`config.mk`:
```
export PLATFORM = sky130hd
export DESIGN_NAME = swctl_serial_latch
export DESIGN_NICKNAME = d
export VERILOG_FILES = /design/src/rtl/swctl_pkg.sv /design/src/rtl/swctl_shift_stage.sv /design/src/rtl/swctl_hold_latch.sv /design/src/rtl/swctl_out_gate.sv /design/src/rtl/swctl_serial_latch.sv
export SDC_FILE = /design/constraint.sdc
export NUM_CORES = 1
export LEC_CHECK = 0
export ABC_AREA = 1
export BUFFER_PORTS_ARGS = -buffer_cell sky130_fd_sc_hd__clkbuf_2
export CAP_MARGIN = 20
export CORE_MARGIN = 3
export CORE_UTILIZATION = 45
export CTS_CLUSTER_DIAMETER = 80
export CTS_CLUSTER_SIZE = 30
export DETAILED_ROUTE_END_ITERATION = 12
export PLACE_DENSITY = 0.66
export SETUP_SLACK_MARGIN = 0.1
export SLEW_MARGIN = 40
export SYNTH_ARGS = -nofsm -noshare
export SYNTH_HDL_FRONTEND = slang
export SYNTH_HIERARCHICAL = 1
export SYNTH_SLANG_ARGS = --single-unit
```
`constraint.sdc`:
```
create_clock -name clk -period 0.9 [get_ports clk]
set_clock_uncertainty 0.1 [all_clocks]
set_input_delay 0.045 -clock clk [delete_from_list [all_inputs] [get_ports clk]]
set_output_delay 0.045 -clock clk [all_outputs]
set_load 0.005 [all_outputs]
```
`src/rtl/swctl_pkg.sv`:
```
package swctl_pkg;
  localparam int SWCTL_WIDTH = 16;

  typedef enum logic {
    LATCH_FLOW = 1'b0,
    LATCH_HOLD = 1'b1
  } latch_mode_e;
endpackage

```
`src/rtl/swctl_shift_stage.sv`:
```
module swctl_shift_stage #(
  parameter int WIDTH = swctl_pkg::SWCTL_WIDTH
) (
  input  logic             clk,
  input  logic             rst,
  input  logic             sdi,
  output logic [WIDTH-1:0] sr_q,
  output logic [WIDTH-1:0] sr_next,
  output logic             sdo
);
  localparam int TOP = WIDTH - 1;

  // New bits enter at bit 0, so the first bit sent ends at the top.
  always_comb sr_next = {sr_q[TOP-1:0], sdi};

  always_ff @(posedge clk) begin
    if (rst) sr_q <= '0;
    else     sr_q <= sr_next;
  end

  assign sdo = sr_q[TOP];
endmodule

```
`src/rtl/swctl_hold_latch.sv`:
```
module swctl_hold_latch #(
  parameter int WIDTH = swctl_pkg::SWCTL_WIDTH
) (
  input  logic             clk,
  input  logic             rst,
  input  logic             le,
  input  logic [WIDTH-1:0] d,
  output logic [WIDTH-1:0] lat_q
);
  import swctl_pkg::*;

  latch_mode_e mode;
  always_comb mode = latch_mode_e'(le);

  // Flow mode loads the value the shift stage produces on this same edge.
  always_ff @(posedge clk) begin
    if (rst)                     lat_q <= '0;
    else if (mode == LATCH_FLOW) lat_q <= d;
  end
endmodule

```
`src/rtl/swctl_out_gate.sv`:
```
module swctl_out_gate #(
  parameter int WIDTH = swctl_pkg::SWCTL_WIDTH
) (
  input  logic             clr,
  input  logic [WIDTH-1:0] lat_q,
  output logic [WIDTH-1:0] sw_en
);
  for (genvar i = 0; i < WIDTH; i++) begin : g_bit
    assign sw_en[i] = lat_q[i] & ~clr;
  end
endmodule

```
`src/rtl/swctl_serial_latch.sv`:
```
module swctl_serial_latch #(
  parameter int WIDTH = swctl_pkg::SWCTL_WIDTH
) (
  input  logic             clk,
  input  logic             rst,
  input  logic             sdi,
  input  logic             le,
  input  logic             clr,
  output logic [WIDTH-1:0] sw_en,
  output logic             sdo
);
  logic [WIDTH-1:0] sr_q;
  logic [WIDTH-1:0] sr_next;
  logic [WIDTH-1:0] lat_q;

  swctl_shift_stage #(.WIDTH(WIDTH)) u_shift (
    .clk     (clk),
    .rst     (rst),
    .sdi     (sdi),
    .sr_q    (sr_q),
    .sr_next (sr_next),
    .sdo     (sdo)
  );

  swctl_hold_latch #(.WIDTH(WIDTH)) u_latch (
    .clk   (clk),
    .rst   (rst),
    .le    (le),
    .d     (sr_next),
    .lat_q (lat_q)
  );

  swctl_out_gate #(.WIDTH(WIDTH)) u_gate (
    .clr   (clr),
    .lat_q (lat_q),
    .sw_en (sw_en)
  );
endmodule

```
==> out/results.ini, run 1 <==
[worst_setup_path]
crit_arrival_ns=0.89
endpoint_kind=output pin
setup.worst_path.start_class=register
r2r_setup_slack_ns=0.07
timing.rr.start=u_latch/lat_q[14]
cp_data_required_time_ns=0.75
path_cells=inv_1 -> nor2_2 -> clkbuf_2
crit_slowest_cell=dfxtp_2
critPathKind=register to output pin
path_max_fanout=2
regToRegEndpoint=u_latch/lat_q[14]
r2r_cells=5
cp_slowest_stage_delay_ns=0.33

[cells_and_area]
num-nets-final=217
num_antenna_cells=0
layout_commonest_cell=nor2_1
n_fill_cell=275
design_area_mm2=0.00151
drive_gt1_share_pct=36.3
area_growth_pct=15.6
fin_util_pct=57.8
final_cell_mix=nor2_1, inv_1, nand2_1

[sta]
final.period_utilization_pct=115
slew_violations=0
finalHoldViolCount=0
tns_ns=-1.87
relSlewSlack_pct=73.3
rsz0062_at_grt=yes
max_freq_mhz=964
setup_viol_count_final=16
period_minus_slack_ns=1.04
worst_pin_slew_ns=0.401
fin_ws_ns=-0.137
hold_slack_ns=0.0222

[floorplanning]
dieArea_mm2=0.00359
fp.dieW_um=59.9
fp.coreArea_mm2=0.00261
dieHeight_um=59.9
ioPinCount=22
rows=18
initial_core_util_pct=50.0

[global_routing]
antenna_found_initial=0
grt.overflow.total=0
grt_usage_pct=13.4
grt_pass1_wl_mm=3.51
grt_pass1_vias=844
grt_max_degree=33

[place]
dp_slack_ns=0.143
dp_hpwl_mm=1.42
io_buffers=21
globalplace.congestion=0.703
dpl-instance-area_mm2=0.00139

[synthesis]
netlist_area_mm2=0.00131
avgSynthCellArea_um2=7.02
synth_warnings=6
synth_nets=191
synthCells=186

[drt]
drt_iter0_markers=15
antenna_left=0
vias=978
viasPerCell=4.04
dr.pass1.iters=4
wl_mm=2.07
wl_per_cell_um=8.56
drc=0

[cts]
cts_root_buf=clkbuf_4
cts_buffers=5
clk_pin_slew_ns=0.09
cts_sinks=32
h-tree-depth=2
clockBufferDepth=2
clk_latency_ns=0.32
cts_tree=yes

[flow_run]
maxCapViolations=0

[power]
p_per_area_mw_per_mm2=1740
ir_worst_vdd_uv=1210
p_leak_nw=0.746

[min_path]
hp-start=rst
holdPathEnd=u_shift/sr_q[11]
hold_path_depth=3
hp-class=input port to register

[outcome]
violations=setup timing
status=finished with violations

## stage by stage
step	cells	power, mW
after floorplan	186	1.70
after global placement	232	1.74
after detailed placement	232	1.75
after CTS	240	2.64
after global routing	242	2.76
final	242	2.62
## critical path: cells and delay by family (launching register included)
family	cells	cell delay (ns)
DFF	1	0.33
buffers and inverters	2	0.16
and+or+nand+nor	1	0.08
## layout make-up
cell class / instances / area (um2) / area share (%)
inverters: 49 / 184 / 12.2
repair buffers: 28 / 173 / 11.4
clock buffers: 7 / 65.1 / 4.31
well taps: 30 / 37.5 / 2.49
multi-input cells: 96 / 390 / 25.8
flip-flops and latches: 32 / 661 / 43.7
## registers in the layout, indices dropped and copies added (netlist names)
| register | count |
|---|---|
| u_shift/sr_q | 16 |
| u_latch/lat_q | 16 |
## worst max path at each step
stage	from	endpoint	slack [ns]
3_3_place_gp	clr	sw_en[12]	0.16
3_5_place_dp	clr	sw_en[12]	0.14
2_1_floorplan	u_latch/lat_q[4]	u_latch/lat_q[4]	0.24
6_report	u_latch/lat_q[12]	sw_en[12]	-0.14
5_1_grt	u_latch/lat_q[15]	sw_en[15]	-0.21
4_1_cts	u_latch/lat_q[12]	sw_en[12]	-0.18
## where the power goes
part	total, mW	internal, mW	switching, mW
clock	0.880	0.443	0.438
sequential	1.49	1.47	0.0261
combinational	0.247	0.105	0.142
total	2.62	2.01	0.606
## layer usage
metal	GRT usage (%)	up-vias	wire length, um
li1	-	553	-
met1	15.7	399	961
met2	20.8	21	932
met3	4.97	5	141
met4	7.59	0	37
met5	0	-	0
## what timing repair did
item                                   in CTS  in global routing
pin swaps                                   0                  4
resized for setup                          22                 26
setup endpoints to repair                  17                 17
hold buffers                                1                  0
cloned                                      0                  0
endpoints found under the hold margin       2                  0
setup buffers                               0                  2
Note: power is estimated with default switching activity, not from simulation.
==> inputs of run 2 (changes only) <==
--- a/config.mk
+++ b/config.mk
@@ -15,5 +15,5 @@
 export DETAILED_ROUTE_END_ITERATION = 12
 export PLACE_DENSITY = 0.66
-export SETUP_SLACK_MARGIN = 0.1
+export SETUP_SLACK_MARGIN = 0.4
 export SLEW_MARGIN = 40
 export SYNTH_ARGS = -nofsm -noshare
==> constraint.sdc (replaced) <==
create_clock -name clk -period 0.9 [get_ports clk]
set_clock_uncertainty 0.1 [all_clocks]
set_input_delay 0.18 -clock clk [delete_from_list [all_inputs] [get_ports clk]]
set_output_delay 0.18 -clock clk [all_outputs]
set_load 0.005 [all_outputs]
==> out/results.ini, run 2 (synthesis results as in run 1) <==
[outcome]
status=finished with violations
violations=hold timing, setup timing

[sta]
max_freq_mhz=839
setup_viol_count_final=18
hold_slack_ns=-0.0517
finalHoldViolCount=2
worst_pin_slew_ns=0.274
relSlewSlack_pct=81.7
slew_violations=0
final.period_utilization_pct=132
period_minus_slack_ns=1.19
fin_ws_ns=-0.292
tns_ns=-4.38
rsz0062_at_grt=yes

[floorplanning]
fp.dieW_um=59.9
initial_core_util_pct=50.0
ioPinCount=22
rows=18
dieHeight_um=59.9
fp.coreArea_mm2=0.00261
dieArea_mm2=0.00359

[global_routing]
grt.busiest_layer=met2
antenna_found_initial=0
use_met3_pct=4.10
grt_pass1_wl_mm=3.81
grt_max_degree=23
grtUsageMet1_pct=17.4
grt_usage_pct=14.3
use_met2_pct=22.2
grt_pass1_vias=916
grt.overflow.total=0

[drt]
dr.pass1.iters=4
vias=998
viasPerCell=4.07
drc=0
wl_mm=2.23
wl_per_cell_um=9.08
drt_iter0_markers=27
antenna_left=0

[cts]
clk_latency_ns=0.32
cts_root_buf=clkbuf_4
clk_pin_slew_ns=0.10
cts_tree=yes
h-tree-depth=2
cts_buffers=5
cts_sinks=32
clockBufferDepth=2

[cells_and_area]
final_cell_mix=nor2_1, inv_2, dfxtp_2
n_fill_cell=242
design_area_mm2=0.00166
fin_cells=245
fin_util_pct=63.6
largestRegisters=u_latch/lat_q: 16 flops, u_shift/sr_q: 16 flops
num_antenna_cells=0
layout_commonest_cell=nor2_1
area_growth_pct=27.2
num-nets-final=219
drive_gt1_share_pct=60.0

[min_path]
hp-class=input port to register
hp-start=sdi

[place]
dpl-instance-area_mm2=0.00149
globalplace.congestion=0.763
dp_hpwl_mm=1.53
dp_slack_ns=-0.104
place_inst=232
io_buffers=21

[flow_run]
maxCapViolations=0

[power]
p_switching_mw=0.669
p_leak_nw=0.769
comb_power_share_pct=10.8
p_per_area_mw_per_mm2=1720
p_clk_share_pct=36.7
p_total_mw=2.85
switching_share_pct=23.5
pwr-share-seq_pct=52.5
ir_worst_vdd_uv=1400
internal_power_mw=2.18

[worst_setup_path]
critical_path.endpoint=sw_en[12]
timing.rr.start=u_latch/lat_q[10]
endpoint_kind=output pin
startpoint=u_latch/lat_q[12]
crit_arrival_ns=0.91
r2r_cells=6
critPathKind=register to output pin
cp_data_required_time_ns=0.62
regToRegEndpoint=u_latch/lat_q[10]
path_max_fanout=2
setup.worst_path.start_class=register
r2r_setup_slack_ns=-0.02

[run 2: metal layers]
layer	part of all wire, %	vias to the layer above
met5	0	-
met4	2.0	0
met3	4.8	5
met2	48	17
met1	45	417
li1	-	559
[run 2: power groups by stage]
stage | Sequential, mW | Clock [mW] | Combinational (mW)
floorplan | 1.51 | 0 | 0.239
global placement | 1.52 | 0 | 0.274
detailed placement | 1.52 | 0 | 0.280
CTS | 1.49 | 1.07 | 0.286
global route | 1.50 | 1.14 | 0.347
finish | 1.50 | 1.05 | 0.307
[run 2: layout make-up]
type | count | area, um2 | share of cell area, %
flip-flops and latches | 32 | 681 | 41.0
clock buffers | 6 | 41.3 | 2.48
inverters | 49 | 188 | 11.3
well taps | 30 | 37.5 | 2.26
multi-input cells | 96 | 470 | 28.3
clock inverters | 2 | 35.0 | 2.11
repair buffers | 30 | 209 | 12.6
[run 2: critical path, cell delays in order, from the launching register on]
cell and delay [ns]:
dfxtp_2 0.35, inv_2 0.04, nor2_4 0.09, clkbuf_2 0.11
[run 2: worst min path at each step]
stage                       to  slack [ns]  cells past startpoint
2_1_floorplan  u_shift/sr_q[0]        0.19                      2
3_3_place_gp   u_shift/sr_q[0]        0.30                      3
3_5_place_dp   u_shift/sr_q[0]        0.30                      3
4_1_cts        u_shift/sr_q[0]       -0.06                      3
5_1_grt        u_shift/sr_q[0]       -0.05                      3
6_report       u_shift/sr_q[0]       -0.05                      3
[run 2: what timing repair did]
action                                 in CTS  in global routing
pin swaps                                  22                 11
endpoints found under the hold margin       2                  1
setup endpoints to repair                  48                 48
resized for setup                          50                 26
gates cloned                                0                  0
buffers inserted                            1                  4
